--- config.mk ---
export PLATFORM = sky130hd
export DESIGN_NAME = lut_trigger
export DESIGN_NICKNAME = d
export VERILOG_FILES = /design/src/rtl/lut_trig_pkg.sv /design/src/rtl/lut_trig_store.sv /design/src/rtl/lut_trig_bank.sv /design/src/rtl/lut_trigger.sv
export SDC_FILE = /design/constraint.sdc
export NUM_CORES = 1
export LEC_CHECK = 0
export ABC_AREA = 0
export BUFFER_PORTS_ARGS = -buffer_cell sky130_fd_sc_hd__buf_2
export CAP_MARGIN = 20
export CORE_MARGIN = 1
export CORE_UTILIZATION = 50
export DETAILED_ROUTE_END_ITERATION = 10
export MAX_ROUTING_LAYER = met4
export PLACE_DENSITY_LB_ADDON = 0.1
export SYNTH_ARGS = -nofsm -noshare
export SYNTH_HDL_FRONTEND = slang
export SYNTH_SLANG_ARGS = --single-unit
--- constraint.sdc ---
create_clock -name clk_i -period 3.1 [get_ports clk_i]
set_clock_uncertainty 0.2 [all_clocks]
set_input_delay 0.465 -clock clk_i [delete_from_list [all_inputs] [get_ports clk_i]]
set_output_delay 0.465 -clock clk_i [all_outputs]
set_load 0.05 [all_outputs]
--- src/rtl/lut_trig_pkg.sv ---
package lut_trig_pkg;
  localparam int unsigned QUADS  = 4;
  localparam int unsigned QUAD_W = 4;
  localparam int unsigned CH     = QUADS * QUAD_W;
  localparam int unsigned DEPTH  = 1 << QUAD_W;
  localparam int unsigned IDX_W  = QUAD_W;

  typedef logic [DEPTH-1:0]            tbl_t;
  typedef logic [QUADS-1:0][DEPTH-1:0] bank_t;
  typedef logic [CH-1:0]               sample_t;
endpackage

--- src/rtl/lut_trig_store.sv ---
module lut_trig_store
  import lut_trig_pkg::*;
(
  input  logic        clk_i,
  input  logic        rst_ni,
  input  logic        stage_we_i,
  input  logic [15:0] stage_data_i,
  input  logic        commit_we_i,
  input  logic [7:0]  commit_code_i,
  output bank_t       vm_o,
  output bank_t       d0_o,
  output bank_t       d1_o,
  output tbl_t        glue_o
);
  localparam int unsigned GLUE_BIT = 4;
  localparam int unsigned D0_LSB   = 8;
  localparam int unsigned D1_LSB   = 12;

  logic [15:0]      stage_q;
  bank_t            vm_q, d0_q, d1_q;
  tbl_t             glue_q;
  logic             commit_ok;
  logic [IDX_W-1:0] idx;

  // bits 7:5 of the staging word carry tables this engine does not use
  logic unused_bits;
  assign unused_bits = ^stage_q[7:5];

  assign commit_ok = commit_we_i && (commit_code_i[7:4] == 4'h3);
  assign idx       = commit_code_i[IDX_W-1:0];

  always_ff @(posedge clk_i or negedge rst_ni) begin
    if (!rst_ni) begin
      stage_q <= '0;
    end else if (stage_we_i) begin
      stage_q <= stage_data_i;
    end
  end

  always_ff @(posedge clk_i or negedge rst_ni) begin
    if (!rst_ni) begin
      vm_q   <= '0;
      d0_q   <= '0;
      d1_q   <= '0;
      glue_q <= '0;
    end else if (commit_ok) begin
      for (int q = 0; q < QUADS; q++) begin
        vm_q[q][idx] <= stage_q[q];
        d0_q[q][idx] <= stage_q[D0_LSB+q];
        d1_q[q][idx] <= stage_q[D1_LSB+q];
      end
      glue_q[idx] <= stage_q[GLUE_BIT];
    end
  end

  assign vm_o   = vm_q;
  assign d0_o   = d0_q;
  assign d1_o   = d1_q;
  assign glue_o = glue_q;

  a_r6_bad_code_no_write: assert property (@(posedge clk_i) disable iff (!rst_ni)
    !commit_ok |=> ($stable(glue_q) && $stable(vm_q) && $stable(d0_q) && $stable(d1_q)));

  a_r5_commit_stores_glue: assert property (@(posedge clk_i) disable iff (!rst_ni)
    commit_ok |=> (glue_q[$past(idx)] == $past(stage_q[GLUE_BIT])));
endmodule

--- src/rtl/lut_trig_bank.sv ---
module lut_trig_bank
  import lut_trig_pkg::*;
(
  input  bank_t   tbl_i,
  input  sample_t smp_i,
  output logic    hit_o
);
  logic [QUADS-1:0] q_hit;

  for (genvar q = 0; q < QUADS; q++) begin : g_quad
    assign q_hit[q] = tbl_i[q][smp_i[q*QUAD_W +: QUAD_W]];
  end

  assign hit_o = &q_hit;
endmodule

--- src/rtl/lut_trigger.sv ---
module lut_trigger
  import lut_trig_pkg::*;
(
  input  logic        clk_i,
  input  logic        rst_ni,
  input  logic        stage_we_i,
  input  logic [15:0] stage_data_i,
  input  logic        commit_we_i,
  input  logic [7:0]  commit_code_i,
  input  logic        arm_i,
  input  logic        sample_valid_i,
  input  logic [15:0] sample_i,
  output logic        trig_o
);
  bank_t      vm_tbl, d0_tbl, d1_tbl;
  tbl_t       glue_tbl;
  logic       vm_hit, d0_cur, d1_cur, hit;
  logic [1:0] prev_q;
  logic       armed_q, trig_q;
  logic [3:0] glue_idx;

  lut_trig_store u_store (
    .clk_i, .rst_ni, .stage_we_i, .stage_data_i, .commit_we_i, .commit_code_i,
    .vm_o(vm_tbl), .d0_o(d0_tbl), .d1_o(d1_tbl), .glue_o(glue_tbl)
  );

  lut_trig_bank u_vm (.tbl_i(vm_tbl), .smp_i(sample_i), .hit_o(vm_hit));
  lut_trig_bank u_d0 (.tbl_i(d0_tbl), .smp_i(sample_i), .hit_o(d0_cur));
  lut_trig_bank u_d1 (.tbl_i(d1_tbl), .smp_i(sample_i), .hit_o(d1_cur));

  assign glue_idx = {prev_q[1], d1_cur, prev_q[0], d0_cur};
  assign hit      = vm_hit & glue_tbl[glue_idx];

  always_ff @(posedge clk_i or negedge rst_ni) begin
    if (!rst_ni) begin
      armed_q <= 1'b0;
      prev_q  <= '0;
      trig_q  <= 1'b0;
    end else if (arm_i) begin
      armed_q <= 1'b1;
      prev_q  <= '0;
      trig_q  <= 1'b0;
    end else if (sample_valid_i && armed_q) begin
      trig_q  <= hit;
      prev_q  <= {d1_cur, d0_cur};
      if (hit) armed_q <= 1'b0;
    end else begin
      trig_q <= 1'b0;
    end
  end

  assign trig_o = trig_q;

  a_r9_single_pulse: assert property (@(posedge clk_i) disable iff (!rst_ni)
    trig_o |=> !trig_o);

  a_r9_needs_armed_sample: assert property (@(posedge clk_i) disable iff (!rst_ni)
    trig_o |-> $past(armed_q && sample_valid_i && !arm_i));

  a_r9_disarm_after_fire: assert property (@(posedge clk_i) disable iff (!rst_ni)
    trig_o |-> !armed_q);

  a_r8_arm_clears: assert property (@(posedge clk_i) disable iff (!rst_ni)
    arm_i |=> (armed_q && prev_q == 2'b00 && !trig_o));
endmodule

---- After elaboration in Yosys (flattened, before gate mapping) ----
Cells that the tools add are included.
word-level totals
  input port bits ......................... 46
  bits in registers ....................... 228
  logic and storage cells ................. 83
cells by class
  muxes and demuxes ....................... 48
  magnitude comparators ................... 7
  equal/unequal tests ..................... 1
  reduce and logical (&&, ||, !) cells .... 9
  bitwise operators ....................... 1
operators by type and width
  kind                number
  $bwmux 16           13
  $bmux 1 s4          13
  $lt 4x5->1 const B  6
  $mux 1              19
  $reduce_and 4->1    3
  $demux 1 s4         1
  $eq 4x2->1 const B  1
  $ge 4x1->1 const B  1
  $mux 2              2
  $reduce_bool 2->1   2
  $logic_and 1x1->1   3
  $reduce_and 2->1    1
  $and 1x1->1         1

---- Logic depth before layout (Yosys ltp) ----
Gate-level depths: netlist (run 1).
  word-level depth ........................ 9
  gate-level depth with buffers ........... 9

---- Modules after synthesis ----
A second synthesis (run 1) with hierarchy kept.
unflattened totals
  cell total of the unflattened synthesis .. 627
  area, all modules ....................... 10556.4 um^2
modules (own cells, without submodules)
  module          seq. area each (um^2)  area each (um^2)  times used  cells an instance
  lut_trig_store  5530.3                 8565.7            1           501
  lut_trig_bank   0.0                    551.8             3           31
  lut_trigger     100.1                  335.3             1           33

---- Worst setup path after synthesis (run 1) ----
OpenSTA, ideal clock, no wires.
  path type ............................... input -> register
  from .................................... in sample_i[8]
  to ...................................... reg trig_q, in the netlist trig_o
  cell stages on the path ................. 8
  data arrival time ....................... 2625 ps
  path buffers ............................ 2
  setup time .............................. 119 ps
  slack ................................... 156 ps
  data required time ...................... 2781 ps
  path through ............................ buf_6 mux4_1 mux4_2 and4_1 buf_6 mux2i_1 mux4_2 and2_1
on the way
  cells in the longest elaborated chain, start to end .. 8
  elaborated cells between the ends (all ways) .. 14
  classes of those cells .................. mux: 10; bitwise: 1; reduce/logical: 3
RTL lines
  item                          RTL line             RTL
  start, declared               lut_trigger.sv:12    input logic [15:0] sample_i,
  $bmux 1 s4                    lut_trig_bank.sv:11  assign q_hit[q] = tbl_i[q][smp_i[q*QUAD_W +: QUAD_W]];
  $mux 1 (not written as such)  lut_trig_bank.sv:11
  $reduce_and 4->1              lut_trig_bank.sv:14  assign hit_o = &q_hit;
  $bmux 1 s4                    lut_trigger.sv:32    assign hit = vm_hit & glue_tbl[glue_idx];
  $mux 1 (not written as such)  lut_trigger.sv:32
  $and 1x1->1 (*)               lut_trigger.sv:32
  $mux 1 (*)                    lut_trigger.sv:43    end else if (sample_valid_i && armed_q) begin
  $mux 1 (*)                    lut_trigger.sv:39    end else if (arm_i) begin
  end signal, assigned          lut_trigger.sv:44    trig_q <= hit;
  end, declared                 lut_trigger.sv:19    logic armed_q, trig_q;
Every way passes the cells marked *; elsewhere a longest branch is shown, timed or not. The select of a mux whose other input is x is not followed.
A chain may end at the register's enable or synchronous reset.

---- Worst setup path in the final report (run 1) ----
  from .................................... reg u_store.d0_q, in the netlist u_store.d0_o[10]
  to ...................................... reg trig_q, in the netlist trig_o
on the way
  cells in the longest elaborated chain, start to end .. 8
RTL lines
  item                             RTL line              RTL
  start, declared                  lut_trig_store.sv:20  bank_t vm_q, d0_q, d1_q;
  start signal, assigned by index  lut_trig_store.sv:49  d0_q[q][idx] <= stage_q[D0_LSB+q];
  $bmux 1 s4                       lut_trig_bank.sv:11
  $mux 1 (not written as such)     lut_trig_bank.sv:11
  $reduce_and 4->1                 lut_trig_bank.sv:14
  $bmux 1 s4                       lut_trigger.sv:32
  $mux 1 (not written as such)     lut_trigger.sv:32
  $and 1x1->1                      lut_trigger.sv:32
  $mux 1                           lut_trigger.sv:43
  $mux 1                           lut_trigger.sv:39
Every way passes these cells. The select of a mux whose other input is x is not followed.

==> results.sh, run 1 <==
export IMPL_internal_power_w=0.005295
export IMPL_fin_crit_ps=2862
export IMPL_num_antenna_cells=0
export IMPL_drive_above_1_share=0.5281
export IMPL_crit_fanout=5
export IMPL_place_inst=917
export IMPL_maxCapViolations=0
export IMPL_avgSynthCellArea_sq_um=16.42
export IMPL_grt_pass1_wl_microns=35460
export IMPL_cts_hold_buf=15
export IMPL_synth_top_area_share=0.5530
export IMPL_ir_worst_vdd_mv=0.4647
export IMPL_pwr_share_comb=0.066
export IMPL_synth_area_leader_cell="dfrtp_1"
export IMPL_crit_chain="mux4_1 > mux4_2 > and4_1 > mux2i_1 > mux4_2 > and2_1"
export IMPL_crit_slowest_cell="mux4_1"
export IMPL_drtPass1Iterations=4
export IMPL_syn_to_final_growth_pct=16.26
export IMPL_clk_path_buf_depth=3
export IMPL_post_route_drc_count=0
export IMPL_synth_ff_type="dfrtp_1"
export IMPL_slew_headroom=0.4965
export IMPL_critPathLaunchType="register"
export IMPL_syn_area_sq_mm=0.01018
export IMPL_drtIter0Drc=224
export IMPL_synth_nets=666
export IMPL_viasPerCell=5.808
export IMPL_cellPowerDensity_mw_per_mm2=573.6
export IMPL_synth_edff_count=0
export IMPL_core_sq_mm=0.01972
export IMPL_status="finished clean"
export IMPL_place_gp_congestion=0.8073
export IMPL_totalWireLength_microns=22920
export IMPL_ant_nets=0
export IMPL_crit_family="multiplexers"
export IMPL_grt_pass1_vias=6035
export IMPL_path_clk_slew_ps=60
export IMPL_cts_sinks=225
export IMPL_io_buffers=43
export IMPL_netlist_instances=620
export IMPL_synth_area_leaders="dfrtp_1, mux2_2, mux4_2, mux4_1, mux2i_1"
export IMPL_row_count=51
export IMPL_critPathArrivalTime_ps=3070
export IMPL_root_buffer="clkbuf_16"
export IMPL_max_freq_ghz=0.3495
export IMPL_setup_viol=0
export IMPL_h_tree_depth=1
export IMPL_end_kind="register"
export IMPL_async_flop_share=1.000
export IMPL_worstSetupPathType="register to register"
export IMPL_ys_seq_elements=225
export IMPL_instances_no_fill=977
export IMPL_cts_buffers=25
export IMPL_leakage_nw=5.758
export IMPL_synth_distinct_cells=29
export IMPL_die_w_microns=144.7
export IMPL_grt_overflow_total=0
export IMPL_place_hpwl_microns=15040
export IMPL_finalHoldViolCount=0
export IMPL_switching_share=0.2200
export IMPL_wl_per_cell_microns=23.46
export IMPL_grt_max_degree=99
export IMPL_slew_viol_final=0
export IMPL_cp_common_cell="mux4_2"
export IMPL_io_pin_count=47
export IMPL_tns_ps=0
export IMPL_p_seq_frac=0.476
export IMPL_total_power_w=0.006789
export IMPL_hold_path_class="input port to register"
export IMPL_antenna_found_initial=0
export IMPL_ys_seq_area_frac=0.5530
export IMPL_grt_usage=0.2394
export IMPL_nNetsFinal=740
export IMPL_cts_tree="done"
export IMPL_dieArea_sq_mm=0.02094
export IMPL_route_vias_total=5674
export IMPL_power_frac_clock=0.459
export IMPL_postCtsSetupRepairBufs=0
export IMPL_tightest_slew_ps=755.3
export IMPL_rsz0062_at_grt="no"
export IMPL_worst_path_largest_cell_delay_ps=530
export IMPL_ctsResizeCount=0
export IMPL_die_h_microns=144.7
export IMPL_fin_crit_sh=0.9231
export IMPL_clock_latency_ps=520
export IMPL_cp_required_ps=3310
export IMPL_path_buf_inv=0
export IMPL_yosysWarnings=0
export IMPL_r2r_slack_ps=240
export IMPL_p_switching_w=0.001494
export IMPL_fin_util=0.6003
export IMPL_initial_utilization=0.5163
## final cells by class
type / instances / area, sq um
clock buffer: 36 / 726.9
clock inverter: 9 / 147.6
fill: 1511 / 7881
inverter: 1 / 3.754
multi-input combinational: 349 / 4328
sequential: 225 / 5630
tap: 265 / 331.6
timing repair buffer: 92 / 668.1
## logic make-up (layout without fill, tap and decap cells)
| group | count (synthesis) | count (layout) | synth area share |
|---|---|---|---|
| DFF | 225 | 225 | 0.5530 |
| buffers and inverters | 46 | 138 | 0.02396 |
| AOI/OAI and AO/OA | 9 | 9 | 0.005407 |
| and+or+nand+nor | 46 | 46 | 0.02188 |
| muxes | 294 | 294 | 0.3957 |
## worst paths after layout
path,cells past startpoint,end,from
min in group asynchronous,2,u_store.vm_o[22]$_DFFE_PN0P_,rst_ni
max in group asynchronous,3,u_store.vm_o[9]$_DFFE_PN0P_,rst_ni
setup reg to reg,6,trig_o$_DFF_PN0_,u_store.d0_o[10]$_DFFE_PN0P_
hold / removal,3,prev_q[1]$_DFFE_PN0P_,sample_valid_i
hold reg to reg,1,u_store.d0_o[8]$_DFFE_PN0P_,u_store.d0_o[8]$_DFFE_PN0P_
setup / recovery,6,trig_o$_DFF_PN0_,u_store.d0_o[10]$_DFFE_PN0P_
## state kept, by name (all words and copies together) (netlist names)
| name | cells |
|---|---|
| armed_q | 1 |
| prev_q | 2 |
| trig_o | 1 |
| u_store.d0_o | 64 |
| u_store.d1_o | 64 |
| u_store.glue_o | 16 |
| u_store.stage_q | 13 |
| u_store.vm_o | 64 |
## synthesized netlist by cell type, drive strengths merged (2+ instances only)
cell	number
nor2	15
nand2b	3
clkbuf	32
mux2i	14
nand2	8
buf	12
nand3	5
nor2b	2
nand4	2
a21oi	5
a22oi	2
dfrtp	225
nor3	5
mux2	223
mux4	57
## power groups by stage
stage / clock (W) / combinational (W) / sequential (W)
floorplan: 0 / 0.000313 / 0.00320
global placement: 0 / 0.000422 / 0.00326
detailed placement: 0 / 0.000439 / 0.00328
CTS: 0.00318 / 0.000455 / 0.00323
global route: 0.00330 / 0.000485 / 0.00325
finish: 0.00311 / 0.000445 / 0.00323
## layout by cell type (no fill, tap or decap), types with 6 or more instances in the layout
cell             n
dlygate4sd3_1   15
dfrtp_1        225
clkbuf_8         6
buf_2           42
mux2i_1         14
mux2_2         223
nor2_1          15
nand2_1          8
mux4_2          32
buf_4           31
mux4_1          25
clkbuf_16       25
## layer usage
layer / track usage / vias to the layer above / wire [microns]
li1: - / 2487 / -
met1: 0.3219 / 3077 / 10390
met2: 0.3871 / 70 / 11360
met3: 0.03093 / 40 / 629
met4: 0.06316 / 0 / 541
met5: - / - / 0
## stage by stage
| step | hold WS (ps) | cell area [sq um] | setup WS, ps |
|---|---|---|---|
| after CTS | 17.70 | 11840 | 244.1 |
| final | 37.13 | 11840 | 238.5 |
| after global placement | 280.4 | 10810 | -44.64 |
| after floorplan | -30.59 | 10180 | 156.0 |
| after detailed placement | 286.9 | 10810 | -103.4 |
| after global routing | 43.38 | 11840 | 190.1 |
## tightest hold or removal path: stages
cell,delay (ps)
buf_2,120
nand3_1,70
a21oi_1,50
No activity file was read; power rests on OpenSTA's default activity.
==> run 2: changes to the inputs <==
Settings changed: RECOVER_POWER from default to 50.
==> results.sh, run 2 (synthesis results as in run 1) <==
export IMPL_initial_utilization=0.5163
export IMPL_critPathLaunchType="register"
export IMPL_min_delay_start="sample_valid_i"
export IMPL_slew_headroom=0.07937
export IMPL_grt_overflow_total=0
export IMPL_route_vias_total=5664
export IMPL_row_count=51
export IMPL_io_pin_count=47
export IMPL_cp_required_ps=3310
export IMPL_crit_cells=6
export IMPL_clock_latency_ps=520
export IMPL_cp_common_cell="mux4_2"
export IMPL_finalHoldViolCount=0
export IMPL_regArea_sq_mm=0.005630
export IMPL_drt_met1_wl_microns=10480
export IMPL_critPathArrivalTime_ps=3070
export IMPL_crit_family="multiplexers"
export IMPL_whs_ps=37.64
export IMPL_die_h_microns=144.7
export IMPL_post_route_drc_count=0
export IMPL_worstSetupEndpoint="trig_o$_DFF_PN0_"
export IMPL_cts_sinks=225
export IMPL_crit_fanout=5
export IMPL_wl_met2_microns=11360
export IMPL_crit_slowest_cell="mux4_1"
export IMPL_viasPerCell=5.797
export IMPL_place_inst=917
export IMPL_r2r_end="trig_o$_DFF_PN0_"
export IMPL_drive_above_1_share=0.5211
export IMPL_fin_crit_sh=0.9232
export IMPL_rsz0062_at_grt="no"
export IMPL_max_freq_ghz=0.3494
export IMPL_cts_tree="done"
export IMPL_end_kind="register"
export IMPL_layout_commonest_cell="dfrtp_1"
export IMPL_tightest_slew_ps=1381
export IMPL_fin_crit_ps=2862
export IMPL_setup_viol=0
export IMPL_dieArea_sq_mm=0.02094
export IMPL_instances_no_fill=977
export IMPL_nNetsFinal=740
export IMPL_totalWireLength_microns=22920
export IMPL_hold_path_class="input port to register"
export IMPL_grt_pass1_wl_microns=35460
export IMPL_slew_viol_final=0
export IMPL_grt_max_degree=99
export IMPL_layout_setup_ws_ps=238.2
export IMPL_syn_to_final_growth_pct=16.00
export IMPL_cellPowerDensity_mw_per_mm2=574.7
export IMPL_fill_cells=1516
export IMPL_wl_met3_microns=547
export IMPL_status="finished clean"
export IMPL_drtIter0Drc=218
export IMPL_grt_pass1_vias=6035
export IMPL_final_cell_mix="dfrtp_1, mux2_2, buf_2"
export IMPL_reg2reg_from="u_store.d0_o[10]$_DFFE_PN0P_"
export IMPL_path_buf_inv=0
export IMPL_crit_chain="mux4_1 > mux4_2 > and4_1 > mux2i_1 > mux4_2 > and2_1"
export IMPL_ir_worst_vdd_mv=0.4647
export IMPL_wl_per_cell_microns=23.46
export IMPL_worst_path_largest_cell_delay_ps=530
export IMPL_antenna_found_initial=0
export IMPL_clk_path_buf_depth=3
export IMPL_num_antenna_cells=0
export IMPL_core_sq_mm=0.01972
export IMPL_path_clk_slew_ps=60
export IMPL_io_buffers=43
export IMPL_r2r_slack_ps=240
export IMPL_top_layer="met4"
export IMPL_h_tree_depth=1
export IMPL_grt_usage=0.2394
export IMPL_startpoint="u_store.d0_o[10]$_DFFE_PN0P_"
export IMPL_multiInputGateArea_sq_mm=0.004328
export IMPL_ff2ff_path_depth=6
export IMPL_cts_buffers=25
export IMPL_leakage_nw=5.736
export IMPL_root_buffer="clkbuf_16"
export IMPL_drtPass1Iterations=4
export IMPL_maxCapViolations=0
export IMPL_postCtsSetupRepairBufs=0
export IMPL_holdPathStages=3
export IMPL_die_w_microns=144.7
export IMPL_ant_nets=0
export IMPL_pre_cts_ws_ps=-103.4
export IMPL_worstSetupPathType="register to register"
export IMPL_place_hpwl_microns=15040
export IMPL_place_gp_congestion=0.8073
run 2: changes by cell type in the layout (fill, tap and decap cells not counted):
cell,before,now
buf_4,31,26
clkbuf_1,5,10
buf_2,42,41
buf_8,1,0
clkbuf_2,0,1
clkbuf_4,0,1
run 2: worst reg2reg max path, stage by stage, from the launching register on:
cell and delay, ps:
dfrtp_1 370, mux4_1 530, mux4_2 510, and4_1 320, mux2i_1 160, mux4_2 480
and2_1 180
run 2: per-layer routing:
metal  vias up  global-route usage
met1      3070              0.3219
met2        66              0.3871
met4         0             0.06316
met5         -                   -
met3        40             0.03093
li1       2488                   -
run 2: report_power, final:
group          switching, W  total (W)  leakage, nW  internal, W
Sequential         0.000141    0.00323         3.07      0.00309
Clock               0.00116    0.00311        0.429      0.00195
Combinational      0.000191   0.000443         2.23     0.000253
run 2: worst min-delay path by stage:
| stage | end |
|---|---|
| after global placement | u_store.vm_o[8]$_DFFE_PN0P_ |
| after CTS | prev_q[1]$_DFFE_PN0P_ |
| after floorplan | armed_q$_DFFE_PN0P_ |
| final | prev_q[1]$_DFFE_PN0P_ |
| after detailed placement | u_store.d0_o[8]$_DFFE_PN0P_ |
| after global routing | prev_q[1]$_DFFE_PN0P_ |
run 2: through the flow:
stage,TNS [ps],instance area [sq um],utilization,power [W]
after global routing,0,11810,0.5990,0.007040
after detailed placement,-161.1,10810,0.5483,0.003719
after global placement,-44.64,10810,0.5483,0.003686
after CTS,0,11840,0.6003,0.006860
final,0,11810,0.5990,0.006787
after floorplan,0,10180,-,0.003514
run 2: repair_timing:
| item | 4_1_cts | 5_1_grt |
|---|---|---|
| gates resized for setup | 0 | 0 |
| hold buffers | 15 | 0 |
| hold endpoints to repair | 109 | 0 |
run 2: final cells by class:
class | count | area share
clock buffers | 36 | 0.06155
multi-input cells | 349 | 0.3665
repair buffers | 92 | 0.05435
clock inverters | 9 | 0.01250
inverters | 1 | 0.0003178
well taps | 265 | 0.02807
flip-flops and latches | 225 | 0.4767
==> run 3: changes to the inputs <==
==> constraint.sdc (replaced) <==
create_clock -name clk_i -period 3.1 [get_ports clk_i]
set_clock_uncertainty 0.2 [all_clocks]
set_input_delay 0.155 -clock clk_i [delete_from_list [all_inputs] [get_ports clk_i]]
set_output_delay 0.155 -clock clk_i [all_outputs]
set_load 0.05 [all_outputs]
==> results.sh, run 3 (synthesis results as in run 1) <==
export IMPL_status="complete, but fails checks"
export IMPL_violations="max-capacitance violations, max-slew violations"
export IMPL_finalHoldViolCount=0
export IMPL_hold_path_class="input port to register"
export IMPL_fin_crit_sh=0.9195
export IMPL_initial_utilization=0.5163
export IMPL_viasPerCell=5.831
export IMPL_switching_share=0.2240
export IMPL_path_clk_slew_ps=60
export IMPL_h_tree_depth=1
export IMPL_critPathArrivalTime_ps=3050
export IMPL_antenna_found_initial=0
export IMPL_startpoint="u_store.d0_o[9]$_DFFE_PN0P_"
export IMPL_critPathLaunchType="register"
export IMPL_maxCapViolations=1
export IMPL_dieArea_sq_mm=0.02094
export IMPL_pwr_share_comb=0.069
export IMPL_clk_path_buf_depth=3
export IMPL_io_buffers=43
export IMPL_cts_sinks=225
export IMPL_slew_headroom=-0.5472
export IMPL_grt_usage=0.2391
export IMPL_core_sq_mm=0.01972
export IMPL_grt_overflow_total=0
export IMPL_tns_ps=0
export IMPL_p_seq_frac=0.502
export IMPL_place_gp_congestion=0.7996
export IMPL_multiInputGateArea_sq_mm=0.004328
export IMPL_leakage_nw=5.692
export IMPL_path_buf_inv=0
export IMPL_wl_per_cell_microns=23.29
export IMPL_min_delay_start="stage_we_i"
export IMPL_row_count=51
export IMPL_worst_path_largest_cell_delay_ps=530
export IMPL_crit_fanout=5
export IMPL_cts_tree="done"
export IMPL_crit_slowest_cell="mux4_2"
export IMPL_cellPowerDensity_mw_per_mm2=549.2
export IMPL_fill_cells=1518
export IMPL_tightest_slew_ps=2321
export IMPL_fin_util=0.5927
export IMPL_rsz0062_at_grt="no"
export IMPL_num_antenna_cells=0
export IMPL_max_freq_ghz=0.3508
export IMPL_postCtsSetupRepairBufs=0
export IMPL_worstSetupPathType="register to register"
export IMPL_root_buffer="clkbuf_16"
export IMPL_route_vias_total=5662
export IMPL_drtPass1Iterations=4
export IMPL_die_w_microns=144.7
export IMPL_ant_nets=0
export IMPL_internal_power_w=0.004980
export IMPL_layout_commonest_cell="dfrtp_1"
export IMPL_fin_crit_ps=2850
export IMPL_final_cell_mix="dfrtp_1, mux2_2, buf_2"
export IMPL_grt_max_degree=92
export IMPL_slew_viol_final=90
export IMPL_regArea_sq_mm=0.005630
export IMPL_nNetsFinal=734
export IMPL_setup_viol=0
export IMPL_drive_above_1_share=0.5170
export IMPL_totalWireLength_microns=22620
export IMPL_grt_pass1_wl_microns=35260
export IMPL_cp_required_ps=3300
export IMPL_clock_latency_ps=510
export IMPL_cts_buffers=24
export IMPL_crit_chain="mux4_1 > mux4_2 > and4_1 > mux2i_1 > mux4_2 > and2_1"
export IMPL_end_kind="register"
export IMPL_post_route_drc_count=0
export IMPL_syn_to_final_growth_pct=14.78
export IMPL_ctsResizeCount=0
export IMPL_ir_worst_vdd_mv=0.3406
export IMPL_whs_ps=61.35
export IMPL_reg2reg_from="u_store.d0_o[9]$_DFFE_PN0P_"
export IMPL_power_frac_clock=0.429
export IMPL_cp_common_cell="mux4_2"
export IMPL_io_pin_count=47
export IMPL_place_hpwl_microns=14360
export IMPL_die_h_microns=144.7
export IMPL_grt_pass1_vias=5979
export IMPL_crit_family="multiplexers"
export IMPL_p_switching_w=0.001437
export IMPL_drtIter0Drc=215
[run 3: changes by cell type in the layout (fill, tap and decap cells not counted), sizes merged]
cell,change
clkinvlp,-1
dlygate4sd3,+4
clkbuf,-4
buf,-3
clkinv,+2
bufinv,-4
[run 3: layout make-up]
cell class                      count  share of cell area
Clock inverter                      6            0.002570
Clock buffer                       38             0.06370
Tap cell                          265             0.02837
Multi-Input combinational cell    349              0.3703
Inverter                            1           0.0003212
Sequential cell                   225              0.4818
Timing Repair Buffer               87             0.05289
[run 3: layer usage]
layer | routed length, microns | part of all wire | GRT usage
met1 | 9737 | 0.43 | 0.3103
met5 | 0 | 0 | -
met3 | 1101 | 0.049 | 0.03949
met4 | 410 | 0.018 | 0.05208
met2 | 11370 | 0.50 | 0.3978
[run 3: metrics by stage]
step | instances | worst slack (ps) | cell area, sq um | power (W)
6_report | 971 | 249.6 | 11690 | 0.006418
2_1_floorplan | 620 | 451.0 | 10180 | 0.003514
5_1_grt | 971 | 191.4 | 11690 | 0.006670
3_3_place_gp | 908 | 163.3 | 10730 | 0.003675
4_1_cts | 971 | 262.5 | 11700 | 0.006492
3_5_place_dp | 908 | 146.2 | 10730 | 0.003708
[run 3: repair_timing]
item / CTS / global route
endpoints found under the hold margin: 108 / 0
hold buffers: 19 / 0
setup endpoints to repair: 0 / 0
[run 3: worst paths after layout]
kind	endpoint	slack, ps	cells past startpoint
max in group asynchronous	u_store.d1_o[45]$_DFFE_PN0P_	640	2
min in group asynchronous	u_store.vm_o[18]$_DFFE_PN0P_	640	2
worst max-delay path	trig_o$_DFF_PN0_	250	6
worst max register to register	trig_o$_DFF_PN0_	250	6
worst min-delay path	u_store.stage_q[1]$_DFFE_PN0P_	60	2
worst min register to register	u_store.d0_o[27]$_DFFE_PN0P_	290	1
[run 3: power groups by stage]
| stage | registers [W] | clock network (W) | logic (W) |
|---|---|---|---|
| 6_report | 0.00322 | 0.00275 | 0.000440 |
| 3_5_place_dp | 0.00328 | 0 | 0.000433 |
| 3_3_place_gp | 0.00326 | 0 | 0.000417 |
| 4_1_cts | 0.00322 | 0.00282 | 0.000450 |
| 2_1_floorplan | 0.00320 | 0 | 0.000313 |
| 5_1_grt | 0.00325 | 0.00294 | 0.000483 |
